### src/rtl/sync_rx_pkg.sv
package sync_rx_pkg;
  typedef enum logic {
    START_SYNC = 1'b0,
    START_HOST = 1'b1
  } start_mode_e;
endpackage

### src/rtl/sync_rx_detect.sv
module sync_rx_detect #(
  parameter int SYNC_W = 32
) (
  input  logic              clk,
  input  logic              rst_n,
  input  logic              flush,
  input  logic              bit_stb,
  input  logic              bit_in,
  input  logic [SYNC_W-1:0] sync_word,
  output logic              locked
);
  logic [SYNC_W-1:0] hist_q;
  logic [SYNC_W-1:0] window;
  logic              hit;

  assign window = {hist_q[SYNC_W-2:0], bit_in};
  // Search is live only while not yet locked.
  assign hit    = bit_stb && !locked && (window == sync_word);

  always_ff @(posedge clk or negedge rst_n) begin
    if (!rst_n) begin
      hist_q <= '0;
      locked <= 1'b0;
    end else begin
      if (bit_stb) hist_q <= window;
      if (flush)     locked <= 1'b0;
      else if (hit)  locked <= 1'b1;
    end
  end
endmodule

### src/rtl/sync_rx_packer.sv
module sync_rx_packer #(
  parameter int DATA_W = 8
) (
  input  logic              clk,
  input  logic              rst_n,
  input  logic              flush,
  input  logic              active,
  input  logic              bit_stb,
  input  logic              bit_in,
  output logic              done,
  output logic [DATA_W-1:0] data
);
  localparam int CNT_W = $clog2(DATA_W);
  localparam logic [CNT_W-1:0] LAST = CNT_W'(DATA_W - 1);

  logic [DATA_W-1:0] sr_q;
  logic [CNT_W-1:0]  cnt_q;
  logic [DATA_W-1:0] next_sr;

  assign next_sr = {sr_q[DATA_W-2:0], bit_in};

  always_ff @(posedge clk or negedge rst_n) begin
    if (!rst_n) begin
      sr_q  <= '0;
      cnt_q <= '0;
      done  <= 1'b0;
      data  <= '0;
    end else begin
      done <= 1'b0;
      if (flush || !active) begin
        cnt_q <= '0;
      end else if (bit_stb) begin
        sr_q <= next_sr;
        if (cnt_q == LAST) begin
          cnt_q <= '0;
          done  <= 1'b1;
          data  <= next_sr;
        end else begin
          cnt_q <= cnt_q + 1'b1;
        end
      end
    end
  end
endmodule

### src/rtl/sync_rx_fifo.sv
module sync_rx_fifo #(
  parameter int DATA_W = 8,
  parameter int DEPTH  = 16
) (
  input  logic              clk,
  input  logic              rst_n,
  input  logic              flush,
  input  logic              push,
  input  logic [DATA_W-1:0] push_data,
  input  logic              pop_req,
  output logic              push_ok,
  output logic              empty,
  output logic              full,
  output logic [DATA_W-1:0] head
);
  localparam int AW = $clog2(DEPTH);
  localparam int CW = $clog2(DEPTH + 1);
  localparam logic [CW-1:0] FULL_CNT = CW'(DEPTH);
  localparam logic [AW-1:0] LAST_IX  = AW'(DEPTH - 1);

  logic [DATA_W-1:0] mem [DEPTH];
  logic [AW-1:0]     wptr_q, rptr_q;
  logic [CW-1:0]     cnt_q;
  logic              pop;

  assign empty   = (cnt_q == '0);
  assign full    = (cnt_q == FULL_CNT);
  assign pop     = pop_req && !empty;
  assign push_ok = push && (!full || pop);
  assign head    = empty ? '0 : mem[rptr_q];

  function automatic logic [AW-1:0] bump(input logic [AW-1:0] p);
    return (p == LAST_IX) ? '0 : p + 1'b1;
  endfunction

  always_ff @(posedge clk) begin
    if (push_ok && !flush) mem[wptr_q] <= push_data;
  end

  always_ff @(posedge clk or negedge rst_n) begin
    if (!rst_n) begin
      wptr_q <= '0;
      rptr_q <= '0;
      cnt_q  <= '0;
    end else if (flush) begin
      wptr_q <= '0;
      rptr_q <= '0;
      cnt_q  <= '0;
    end else begin
      if (push_ok) wptr_q <= bump(wptr_q);
      if (pop)     rptr_q <= bump(rptr_q);
      case ({push_ok, pop})
        2'b10:   cnt_q <= cnt_q + 1'b1;
        2'b01:   cnt_q <= cnt_q - 1'b1;
        default: cnt_q <= cnt_q;
      endcase
    end
  end
endmodule

### src/rtl/sync_rx_buffer.sv
module sync_rx_buffer
  import sync_rx_pkg::*;
#(
  parameter int DATA_W = 8,
  parameter int DEPTH  = 16,
  parameter int SYNC_W = 32
) (
  input  logic              clk,
  input  logic              rst_n,
  input  logic              mode_sel,
  input  logic              host_start,
  input  logic [SYNC_W-1:0] sync_word,
  input  logic              bit_in,
  input  logic              bit_stb,
  input  logic              flush,
  output logic              out_valid,
  input  logic              out_ready,
  output logic [DATA_W-1:0] out_data,
  output logic              fifo_empty,
  output logic              fifo_full,
  output logic              wr_pulse,
  output logic              overrun
);
  start_mode_e       mode;
  logic              locked;
  logic              active;
  logic              byte_done;
  logic [DATA_W-1:0] byte_data;
  logic              push_ok;

  assign mode   = start_mode_e'(mode_sel);
  assign active = (mode == START_HOST) ? host_start : locked;

  sync_rx_detect #(.SYNC_W(SYNC_W)) detect_i (
    .clk(clk), .rst_n(rst_n), .flush(flush), .bit_stb(bit_stb),
    .bit_in(bit_in), .sync_word(sync_word), .locked(locked)
  );

  sync_rx_packer #(.DATA_W(DATA_W)) packer_i (
    .clk(clk), .rst_n(rst_n), .flush(flush), .active(active),
    .bit_stb(bit_stb), .bit_in(bit_in), .done(byte_done), .data(byte_data)
  );

  sync_rx_fifo #(.DATA_W(DATA_W), .DEPTH(DEPTH)) fifo_i (
    .clk(clk), .rst_n(rst_n), .flush(flush), .push(byte_done),
    .push_data(byte_data), .pop_req(out_ready), .push_ok(push_ok),
    .empty(fifo_empty), .full(fifo_full), .head(out_data)
  );

  assign out_valid = !fifo_empty;

  always_ff @(posedge clk or negedge rst_n) begin
    if (!rst_n) begin
      wr_pulse <= 1'b0;
      overrun  <= 1'b0;
    end else if (flush) begin
      wr_pulse <= 1'b0;
      overrun  <= 1'b0;
    end else begin
      wr_pulse <= push_ok;
      if (byte_done && !push_ok) overrun <= 1'b1;
    end
  end
endmodule

### config.mk
export PLATFORM = sky130hd
export DESIGN_NAME = sync_rx_buffer
export DESIGN_NICKNAME = d
export VERILOG_FILES = /design/src/rtl/sync_rx_pkg.sv /design/src/rtl/sync_rx_detect.sv /design/src/rtl/sync_rx_packer.sv /design/src/rtl/sync_rx_fifo.sv /design/src/rtl/sync_rx_buffer.sv
export SDC_FILE = /design/constraint.sdc
export NUM_CORES = 1
export LEC_CHECK = 0
export BUFFER_PORTS_ARGS = -buffer_cell sky130_fd_sc_hd__buf_2
export CORE_ASPECT_RATIO = 0.7
export CORE_MARGIN = 2
export CORE_UTILIZATION = 45
export DETAILED_ROUTE_END_ITERATION = 16
export GPL_ROUTABILITY_DRIVEN = 1
export HOLD_SLACK_MARGIN = 0.15
export PLACE_DENSITY_LB_ADDON = 0.2
export SLEW_MARGIN = 20
export SYNTH_ARGS = -nofsm -noshare
export SYNTH_HDL_FRONTEND = slang
export SYNTH_SLANG_ARGS = --single-unit
### constraint.sdc
create_clock -name clk -period 7.9 [get_ports clk]
set_clock_uncertainty 0.2 [all_clocks]
set_input_delay 1.58 -clock clk [delete_from_list [all_inputs] [get_ports clk]]
set_output_delay 1.58 -clock clk [all_outputs]
set_load 0.03 [all_outputs]
### Word level (Yosys, flattened, before mapping)

Memories as Yosys holds them, arrays and structs flattened.
Index checks and enable logic that the tools add are counted.

| storage, ports and cells | value |
|---|---|
| RAM bits | 128 |
| memory bits (read-only) | 0 |
| latch bits | 0 |
| memories kept | 1 |
| register bits after elaboration | 66 |
| output and inout bits | 13 |
| bits of input ports | 40 |
| logic and storage cells | 71 |

| operators by class | value |
|---|---|
| mux-type cells | 23 |
| divide/modulo/power cells | 0 |
| multipliers | 0 |
| eq/ne operators | 7 |
| add/sub/neg operators | 5 |
| reductions and logical operators | 23 |
| bitwise logic cells | 1 |
| shift operators | 0 |
| order comparisons | 0 |

Memory list:

| memory | words | bits a word | read ports | clocked after memory_dff | write ports | RTL line | text |
|---|---|---|---|---|---|---|---|
| fifo_i.mem | 16 | 8 | 1 | 0 | 1 | sync_rx_fifo.sv:21 | `logic [DATA_W-1:0] mem [DEPTH];` |

Operators with widths:

| kind | count |
|---|---|
| 32-bit equality test | 1 |
| 4-bit two-way mux | 6 |
| 1-bit two-way mux | 11 |
| 5-bit case mux with 2 select lines | 1 |
| 2-bit nonzero test | 5 |
| 3-bit two-way mux | 3 |
| 4-bit by 1-bit adder with 4-bit output (second input constant) | 2 |
| 4-bit equality test (second input constant) | 2 |
| 8-bit two-way mux | 1 |
| 1-bit logical AND | 6 |
| 1-bit zero test | 6 |
| 5-bit by 1-bit adder with 5-bit output (second input constant) | 1 |
| 5-bit equality test (second input constant) | 1 |
| 5-bit zero test | 1 |
| 5-bit two-way mux | 1 |
| 5-bit by 1-bit subtractor with 5-bit output (second input constant) | 1 |
| 3-bit by 1-bit adder with 3-bit output (second input constant) | 1 |
| 3-bit equality test (second input constant) | 1 |
| 3-bit AND reduction | 1 |
| 3-bit nonzero test | 1 |
| 2-bit by 1-bit equality test with 1-bit output (second input constant) | 1 |
| 2-bit equality test (second input constant) | 1 |
| 1-bit logical OR | 2 |
| 2-bit AND reduction | 1 |
| 1-bit NOT | 1 |

### Logic depth before layout (Yosys ltp)

Gate-level depths: netlist of run 1.

| logic depth | value |
|---|---|
| depth in word-level cells | 9 |
| depth in mapped cells | 11 |
| depth with buffers taken out | 11 |

### Modules after synthesis

From an unflattened synthesis of run 1, not the netlist that was laid out.

| unflattened totals | value |
|---|---|
| cell total of the unflattened synthesis | 486 |
| area, all modules | 8299.2 sq um |

Modules (own cells, without submodules):

| module | seq. area each (sq um) | cells an instance | times used | area an instance (sq um) |
|---|---|---|---|---|
| sync_rx_fifo | 4169.0 | 319 | 1 | 5903.2 |
| sync_rx_detect | 800.8 | 111 | 1 | 1532.7 |
| sync_rx_packer | 475.5 | 48 | 1 | 773.2 |
| sync_rx_buffer | 50.0 | 8 | 1 | 90.1 |

### Worst setup path after synthesis of run 1

OpenSTA, ideal clock, no wires.

| timing | value |
|---|---|
| path kind | input -> register |
| start | in out_ready |
| end | reg fifo_i.cnt_q[4] |
| data arrival time | 3.508 ns |
| path buffers | 1 |
| library setup time | 0.136 ns |
| data required time | 7.564 ns |
| setup slack | 4.055 ns |
| cell stages on the path | 10 |
| path through | clkbuf_1 inv_1 or3_1 inv_1 ha_1 nor2b_1 o21a_1 or3_1 o2111ai_1 a21oi_1 |

| between the ends | value |
|---|---|
| word-level cells in the longest chain between the ends | 6 |
| elaborated cells between the ends (all ways) | 8 |
| those cells by class | 2 x eq/ne; 2 x mux; 4 x reduce/logical |

RTL lines:

| element | RTL line | text |
|---|---|---|
| start: declaration | sync_rx_buffer.sv:17 | `input logic out_ready,` |
| 1-bit logical AND * | sync_rx_fifo.sv:28 | `assign pop = pop_req && !empty;` |
| 1-bit logical OR | sync_rx_fifo.sv:29 | `assign push_ok = push && (!full \|\| pop);` |
| 1-bit logical AND | sync_rx_fifo.sv:29 |  |
| 2-bit by 1-bit equality test with 1-bit output / 2-bit equality test (equally long branches) | sync_rx_fifo.sv:52 | `case ({push_ok, pop})` |
| 5-bit case mux with 2 select lines | sync_rx_fifo.sv:52 |  |
| 5-bit two-way mux | sync_rx_fifo.sv:45 | `end else if (flush) begin` |
| end signal: assignment | sync_rx_fifo.sv:53 | `2'b10: cnt_q <= cnt_q + 1'b1;` |
| end signal: assignment | sync_rx_fifo.sv:54 | `2'b01: cnt_q <= cnt_q - 1'b1;` |
| end signal: assignment | sync_rx_fifo.sv:55 | `default: cnt_q <= cnt_q;` |
| end: declaration | sync_rx_fifo.sv:23 | `logic [CW-1:0] cnt_q;` |

Every way passes the cells marked *; elsewhere a longest branch is shown, timed or not.
A chain may end at the register's enable or synchronous reset.

### Worst setup path after layout of run 1

| timing | value |
|---|---|
| start | reg fifo_i.rptr_q[0] |
| end | out out_data[2] |

| between the ends | value |
|---|---|
| word-level cells in the longest chain between the ends | 2 |

RTL lines:

| element | RTL line | text |
|---|---|---|
| start: declaration | sync_rx_fifo.sv:22 | `logic [AW-1:0] wptr_q, rptr_q;` |
| start signal: assignment | sync_rx_fifo.sv:51 | `if (pop) rptr_q <= bump(rptr_q);` |
| memory 16 x 8 bit | -- |  |
| 8-bit two-way mux | sync_rx_fifo.sv:30 | `assign head = empty ? '0 : mem[rptr_q];` |
| end: declaration | sync_rx_buffer.sv:18 | `output logic [DATA_W-1:0] out_data,` |

No other way between the ends.

==> key figures, run 1 <==
Die
  • Die X: approximately 170 um
  • Boundary pin count: between 50 and 60
  • Core area: between 0.015 and 0.02 mm2
  • DIE AREA: 0.0197 mm2
  • Std cell rows: 41
  • Die Ht: 118 um
  • Initial Util: 46.2%

Timing
  • Final setup vio count: 0
  • Max Slew Vio Count: 0
  • Rel. slew slack: 25.6%
  • Worst hold margin: 0.319 ns
  • Final period util: 58.5%
  • Hold Vio Cnt, Final: 0
  • Max Clock Freq: ~220 MHz
  • TNS Setup: 0 ns
  • RSZ-0062 raised after global routing: no
  • Tmin final: around 4.6 ns
  • Slack of the critical path: approximately 3.3 ns
  • Worst-Margin Slew: about 1.1 ns

Cells and area
  • Commonest non-fill, non-tap cell in the layout: edfxtp_1
  • Fillers: about 1500
  • Share of cells above drive strength 1: 30.8%
  • Most frequent cells in the layout: 128 x edfxtp_1, 65 x dfrtp_1, 52 x buf_2
  • Multi-input gate area: about 0.0027 mm2
  • Antenna diodes: 0
  • FF/Latch Area: 0.00550 mm2
  • Area Overhead vs Synth: 11.5%
  • Post-route cell area: 0.00932 mm2
  • Final #Nets: 580

Drt
  • DR WL/cell: 20.4 um
  • Antenna Violating Nets Remaining: 0
  • DRC Markers: 0
  • Vias per Instance: 5.48
  • DRT Wirelength: 15.9 mm
  • Vias after detailed routing: 4265
  • Initial DRC Count: approximately 470
  • Detailed Routing Iterations Pass 1: 4

Power
  • Tot Pwr: 2.51 mW
  • Leak: 3.36 nW
  • Worst vdd ir: 0.000121 V
  • Pwr/cell area: 269 mW/mm2

Run status
  • Status: completed

Logic synthesis
  • Yosys Warn Count: 0
  • Syn Area/Cell: 17.5 um2
  • Total nets after synthesis: between 500 and 600
  • Synthesis-stage register bit count: 194
  • Post-Synthesis Cells: 478
  • Ys async rst share: between 30% and 40%
  • Synthesized area: 0.00836 mm2
  • Sequential share of the synthesized area: 65.7%
  • Main synth FF type: edfxtp_1
  • Yosys cell types: 44
  • EDFF count, synth: around 130

Global route
  • All-Layer GR Usage: 17.0%
  • Vias in the first global route: 4347
  • Overflow after GRT: 0
  • First-pass GRT wire length: 24.9 mm
  • Largest net degree at the start of global routing: 67
  • Initial antenna violation count: 0

Min path
  • Hold path start: detect_i.locked
  • Hold WC Path Type: flip-flop to flip-flop

Place
  • Post-placement setup slack: ~3.5 ns
  • Routability congestion estimate: slightly below 0.8
  • Post-placement cell area: 0.00876 mm2
  • HPWL Detailed: 10.2 mm
  • Number of I/O port buffers: 52

Clock tree
  • CTS Buf Count: 17
  • CTS tree: built
  • CTS max path bufs: 2
  • Htree depth: 4
  • Hold_buf cts: 0
  • CTS sink count: 194
  • Worst-skew pair later-pin latency: 0.44 ns
  • Setup bufs post-CTS: 0
  • CTS root buffer: clkbuf_16
  • Clk slew on worst S/H paths: 0.07 ns
  • Post-CTS sizing: 0

Flow run
  • Max-cap violations: 0

Setup path
  • Crit end category: output port
  • Critical Path Source Type: flip-flop
  • Critical setup path kind: flip-flop to output port
  • Max FO, Critical Path: 37
  • Crit path DAT: 2.84 ns
  • Reg2reg setup slack: around 4.6 ns
  • Req. time, crit path: between 6 and 7 ns
  • Critical Path Start: fifo_i.rptr_q[0]
  • R2R Path Start: fifo_i.cnt_q[0]
==> cells by family after synthesis <==
kind of cell	count (synthesis)	share of synthesized area (%)
AOI/OAI and AO/OA	27	2.11
xor gates and xnor gates	36	3.77
adders and majority gates	11	1.74
buffers and inverters	33	2.75
DFF	194	65.7
muxes	94	18.9
and+or+nand+nor	83	5.03
==> worst max-delay path, stage by stage, from the launching register on <==
cell	delay, ns
dfrtp_4	0.84
mux4_1	0.64
mux4_2	0.48
and2_1	0.22
buf_2	0.19
==> cell usage after synthesis, types with 6 or more instances <==
cell | number | share of area, %
edfxtp_1 | 128 | 46
dfrtp_1 | 66 | 20
mux2_2 | 50 | 6.7
xor2_1 | 34 | 3.6
nor2_1 | 26 | 1.2
mux4_1 | 20 | 6.3
mux4_2 | 20 | 5.4
nand2_1 | 12 | 0.54
inv_1 | 11 | 0.49
ha_1 | 10 | 1.5
a21oi_1 | 9 | 0.54
and2_1 | 8 | 0.60
nor4_1 | 8 | 0.60
clkbuf_1 | 7 | 0.31
nor3_1 | 7 | 0.42
clkbuf_8 | 6 | 0.99
==> metrics by stage <==
stage                     util [%]  cells
final                         51.5    778
after global routing          51.5    778
after CTS                     51.4    778
after detailed placement      48.4    746
after global placement        48.4    746
after floorplan                  -    478
==> flip-flops by register name, indices dropped and copies added, names as in the netlist <==
signal           cells
detect_i.hist_q     31
fifo_i.cnt_q         5
packer_i.sr_q        7
overrun              1
wr_pulse             1
fifo_i.wptr_q        4
detect_i.locked      1
packer_i.cnt_q       3
packer_i.data        8
fifo_i.mem         128
fifo_i.rptr_q        4
packer_i.done        1
==> cell type report <==
| cell class | instances | share of cell area, % |
|---|---|---|
| inverters | 11 | 0.443 |
| well taps | 236 | 3.17 |
| multi-input cells | 251 | 28.6 |
| flip-flops and latches | 194 | 59.0 |
| clock inverters | 15 | 1.32 |
| clock buffers | 17 | 4.56 |
| repair buffers | 54 | 2.95 |
==> per-layer routing <==
layer / wire, um / track usage (%) / up-vias / share of wire [%]
li1: - / - / 1960 / -
met1: 7640 / 24.6 / 2221 / 48
met2: 7530 / 25.7 / 75 / 47
met3: 583 / 4.74 / 9 / 3.7
met4: 124 / 4.47 / 0 / 0.78
met5: 0 / 0 / - / 0
==> power by group <==
part | internal (mW) | total [mW] | switching (mW)
Combinational | 0.210 | 0.441 | 0.231
Sequential | 1.16 | 1.26 | 0.106
Clock | 0.411 | 0.804 | 0.393
Total | 1.78 | 2.51 | 0.730
==> worst paths after layout <==
kind / to / depth (start not counted)
min in group asynchronous: fifo_i.rptr_q[1] / 2
min reg2reg: detect_i.locked / 1
max reg2reg: fifo_i.cnt_q[4] / 11
max in group asynchronous: fifo_i.rptr_q[0] / 2
min: detect_i.locked / 1
max: out_data[2] / 4
(Power assumes the default switching activity.)
==> run 2, diff against run 1 <==
Clock period 7.9 ns to 4.5 ns, I/O delays scaled along.
==> key figures, run 2 (synthesis gave the netlist of run 1 again) <==
Die
  • DIE AREA: 0.0197 mm2
  • Die Ht: 118 um
  • Die X: between 150 and 200 um
  • Boundary pin count: 53
  • Core area: 0.0181 mm2
  • Std cell rows: 41
  • Initial Util: 46.2%

Setup path
  • Crit path DAT: 2.85 ns
  • Critical setup path kind: flip-flop to output port
  • Max FO, Critical Path: 18
  • Worst r2r path cells: 11
  • Req. time, crit path: 3.40 ns
  • Critical Path Source Type: flip-flop
  • Crit end category: output port

Clock tree
  • Htree depth: 4
  • CTS max path bufs: 2
  • CTS tree: built
  • CTS sink count: 194
  • Post-CTS sizing: 0
  • Worst-skew pair later-pin latency: 0.43 ns
  • Setup bufs post-CTS: 0
  • Hold_buf cts: 0
  • Clk slew on worst S/H paths: approximately 0.07 ns
  • CTS root buffer: clkbuf_16
  • CTS Buf Count: 17

Min path
  • Hold WC Path Type: flip-flop to flip-flop
  • Min-Delay Path Depth: 1

Drt
  • DR WL/cell: 21.1 um
  • Initial DRC Count: 467
  • DRC Markers: 0
  • Antenna Violating Nets Remaining: 0
  • Detailed Routing Iterations Pass 1: 5
  • DRT Wirelength: 16.7 mm
  • Vias after detailed routing: 4335
  • Vias per Instance: 5.47

Place
  • Number of I/O port buffers: 52
  • HPWL Detailed: 11.2 mm
  • Dpl cells: 760
  • Routability congestion estimate: 0.776

Power
  • Worst vdd ir: 0.000246 V
  • Pwr/cell area: 474 mW/mm2
  • Leak: about 3.4 nW
  • Tot Pwr: 4.47 mW

Timing
  • Worst-Margin Slew: 1.12 ns
  • Max Slew Vio Count: 0
  • Worst hold margin: about 0.30 ns
  • Tmin final: 3.95 ns
  • TNS Setup: 0 ns
  • RSZ-0062 raised after global routing: no
  • Final period util: 87.7%
  • Max Clock Freq: between 200 and 300 MHz
  • Final setup vio count: 0
  • Hold Vio Cnt, Final: 0
  • Rel. slew slack: between 20% and 30%

Cells and area
  • Largest Register: fifo_i.mem
  • Final std cells w/o fill: a little under 800
  • Area Overhead vs Synth: 12.6%
  • Regs by FF count: fifo_i.mem x128, detect_i.hist_q x31, packer_i.data x8
  • Share of cells above drive strength 1: between 30% and 40%
  • Max FFs per register: about 130
  • Antenna diodes: 0
  • Most frequent cells in the layout: 128 x edfxtp_1, 65 x dfrtp_1, 52 x buf_2
  • Final #Nets: around 590
  • Commonest non-fill, non-tap cell in the layout: edfxtp_1
  • Final Util: about half

Flow run
  • Max-cap violations: 0

Global route
  • Largest net degree at the start of global routing: 37
  • All-Layer GR Usage: 17.8%
  • Initial antenna violation count: 0
  • First-pass GRT wire length: 25.9 mm
  • Vias in the first global route: 4455
  • Overflow after GRT: 0

Run status
  • Status: completed
==> run 2: path summary, 6_finish.rpt <==
check	from	endpoint	slack [ns]
min in group asynchronous	rst_n	fifo_i.cnt_q[0]	0.37
max in group asynchronous	rst_n	packer_i.data[3]	2.97
setup reg to reg	fifo_i.cnt_q[0]	fifo_i.cnt_q[4]	1.03
hold / removal	detect_i.locked	detect_i.locked	0.30
setup / recovery	fifo_i.rptr_q[0]	out_data[5]	0.55
hold reg to reg	detect_i.locked	detect_i.locked	0.30
==> run 2: power by group <==
part           internal (mW)  total (mW)  switching (mW)
registers               2.03        2.21           0.173
logic                  0.376       0.811           0.435
clock network          0.812        1.45           0.635
==> run 2: layer usage <==
layer | GRT usage [%] | part of all wire [%]
met1 | 26.2 | 47
met2 | 26.0 | 46
met3 | 4.57 | 5.9
met4 | 5.39 | 1.0
met5 | 0 | 0
==> run 2: critical path, stage by stage (launching register included) <==
cell     delay [ns]
dfrtp_2        0.68
buf_4          0.33
mux4_1         0.57
mux4_2         0.47
and2_1         0.17
buf_2          0.18
==> run 2: cell type report <==
type,count,area [um2]
inverter,11,41.3
fill,1493,8690
multi-input combinational,251,2640
clock buffer,24,483
timing repair buffer,68,380
clock inverter,8,76.3
tap,236,295
sequential,194,5500
==> run 2: through the flow <==
step	area, um2	setup WS, ns
global route	9410	0.418
global placement	8850	1.00
detailed placement	8850	0.978
floorplan	8360	1.34
CTS	9410	0.527
finish	9410	0.554
==> run 3, diff against run 2 <==
Clock period 4.5 ns to 3.2 ns, I/O delays scaled along.
==> key figures, run 3 (synthesis gave the netlist of run 1 again) <==
Cells and area
  • Multi-input gate area: 0.00259 mm2
  • Final #Nets: about 620
  • Share of cells above drive strength 1: 37.8%
  • Max FFs per register: 128
  • Most frequent cells in the layout: 128 x edfxtp_1, 65 x dfrtp_1, 50 x mux2_2
  • Regs by FF count: fifo_i.mem x128, detect_i.hist_q x31, packer_i.data x8
  • Post-route cell area: 0.00966 mm2
  • Fillers: roughly 1400
  • Commonest non-fill, non-tap cell in the layout: edfxtp_1
  • Area Overhead vs Synth: 15.6%
  • Antenna diodes: 0
  • Final Util: 53.4%
  • FF/Latch Area: 0.00550 mm2
  • Largest Register: fifo_i.mem
  • Final std cells w/o fill: 813

Global route
  • All-Layer GR Usage: 18.0%
  • Largest net degree at the start of global routing: 49
  • Overflow after GRT: 0
  • Vias in the first global route: 4558
  • Initial antenna violation count: 0
  • First-pass GRT wire length: 26.7 mm

Setup path
  • Critical Path Start: fifo_i.rptr_q[0]
  • Crit end category: output port
  • Max FO, Critical Path: 5
  • Setup crit end: out_data[7]
  • Critical setup path kind: flip-flop to output port
  • R2R Path Start: fifo_i.cnt_q[1]
  • Crit path DAT: between 2 and 2.5 ns
  • Reg2reg setup slack: 0.33 ns
  • Worst r2r path cells: 11
  • Critical Path Source Type: flip-flop
  • Req. time, crit path: 2.36 ns
  • R2r endpoint: fifo_i.cnt_q[4]

Run status
  • Failing checks: setup timing
  • Status: finished, violations left

Die
  • Die X: 167 um
  • Die Ht: ~120 um
  • Std cell rows: 41
  • Boundary pin count: 53
  • Core area: approximately 0.018 mm2
  • DIE AREA: around 0.02 mm2
  • Initial Util: 46.2%

Clock tree
  • CTS sink count: 194
  • CTS Buf Count: 17
  • Worst-skew pair later-pin latency: 0.43 ns
  • Htree depth: 4
  • CTS tree: built
  • CTS root buffer: clkbuf_16
  • Clk slew on worst S/H paths: around 0.07 ns
  • CTS max path bufs: 2

Power
  • Pwr/cell area: slightly below 700 mW/mm2
  • Tot Pwr: 6.56 mW
  • Worst vdd ir: approximately 0.00038 V
  • Leak: between 3 and 4 nW

Place
  • Routability congestion estimate: roughly 0.76
  • Post-placement setup slack: 0.122 ns
  • Dpl cells: between 700 and 800
  • Number of I/O port buffers: 52
  • Post-placement cell area: around 0.009 mm2
  • HPWL Detailed: 11.2 mm

Drt
  • Vias after detailed routing: 4461
  • Detailed Routing Iterations Pass 1: 5
  • DRT Wirelength: ~17 mm
  • Initial DRC Count: 503
  • Antenna Violating Nets Remaining: 0
  • Vias per Instance: 5.49
  • DRC Markers: 0
  • DR WL/cell: 21.0 um

Flow run
  • Max-cap violations: 0

Timing
  • Rel. slew slack: approximately 24%
  • Slack of the critical path: -0.0838 ns
  • Max Slew Vio Count: 0
  • Worst-Margin Slew: 1.13 ns
  • Hold Vio Cnt, Final: 0
  • Tmin final: 3.28 ns
  • Max Clock Freq: just over 300 MHz
  • RSZ-0062 raised after global routing: yes
  • Final setup vio count: 8
  • TNS Setup: -0.521 ns
  • Final period util: 103%
  • Worst hold margin: about 0.23 ns

Min path
  • Hold WC Path Type: input port to flip-flop
## run 3: report_power, final
group / total [mW] / switching (mW) / internal (mW) / leakage, nW
registers: 3.07 / 0.212 / 2.86 / 1.95
clock network: 2.09 / 0.932 / 1.15 / 0.271
logic: 1.40 / 0.660 / 0.742 / 1.32
total: 6.56 / 1.80 / 4.76 / 3.55
## run 3: repair_timing
item	in CTS	in global routing
endpoints found under the setup margin	8	8
endpoints found under the hold margin	47	0
gates resized for setup	53	0
cloned	1	0
pin swaps	1	0
setup buffers	7	0
hold buffers	1	0
## run 3: worst max-delay path, cell delays in order (launching register included)
cell and delay (ns):
dfrtp_4 0.52, buf_12 0.16, buf_6 0.11, mux4_2 0.42
mux4_2 0.52, and2_4 0.16, buf_6 0.13
## run 3: cell type report
class	count	share of cell area, %
Clock buffer	20	4.52
Inverter	11	0.427
Clock inverter	12	1.37
Tap cell	236	3.06
Sequential cell	194	56.9
Timing Repair Buffer	89	6.90
Multi-Input combinational cell	251	26.8
## run 3: metal layers
layer / share of wire [%] / vias up / GRT usage, % / wire [um]
li1: - / 1998 / - / -
met1: 47 / 2310 / 27.0 / 7940
met2: 46 / 145 / 26.6 / 7800
met3: 7.2 / 8 / 5.48 / 1230
met4: 0.56 / 0 / 3.07 / 95
met5: 0 / - / 0 / 0
## run 3: worst min-delay path by stage
stage	from	end	slack, ns	depth (start not counted)
after floorplan	rst_n	detect_i.hist_q[0]	0.14	0
after global placement	detect_i.locked	detect_i.locked	0.27	1
after detailed placement	packer_i.sr_q[6]	packer_i.data[7]	0.29	1
after CTS	flush	wr_pulse	0.22	2
after global routing	flush	wr_pulse	0.24	2
final	flush	wr_pulse	0.23	2
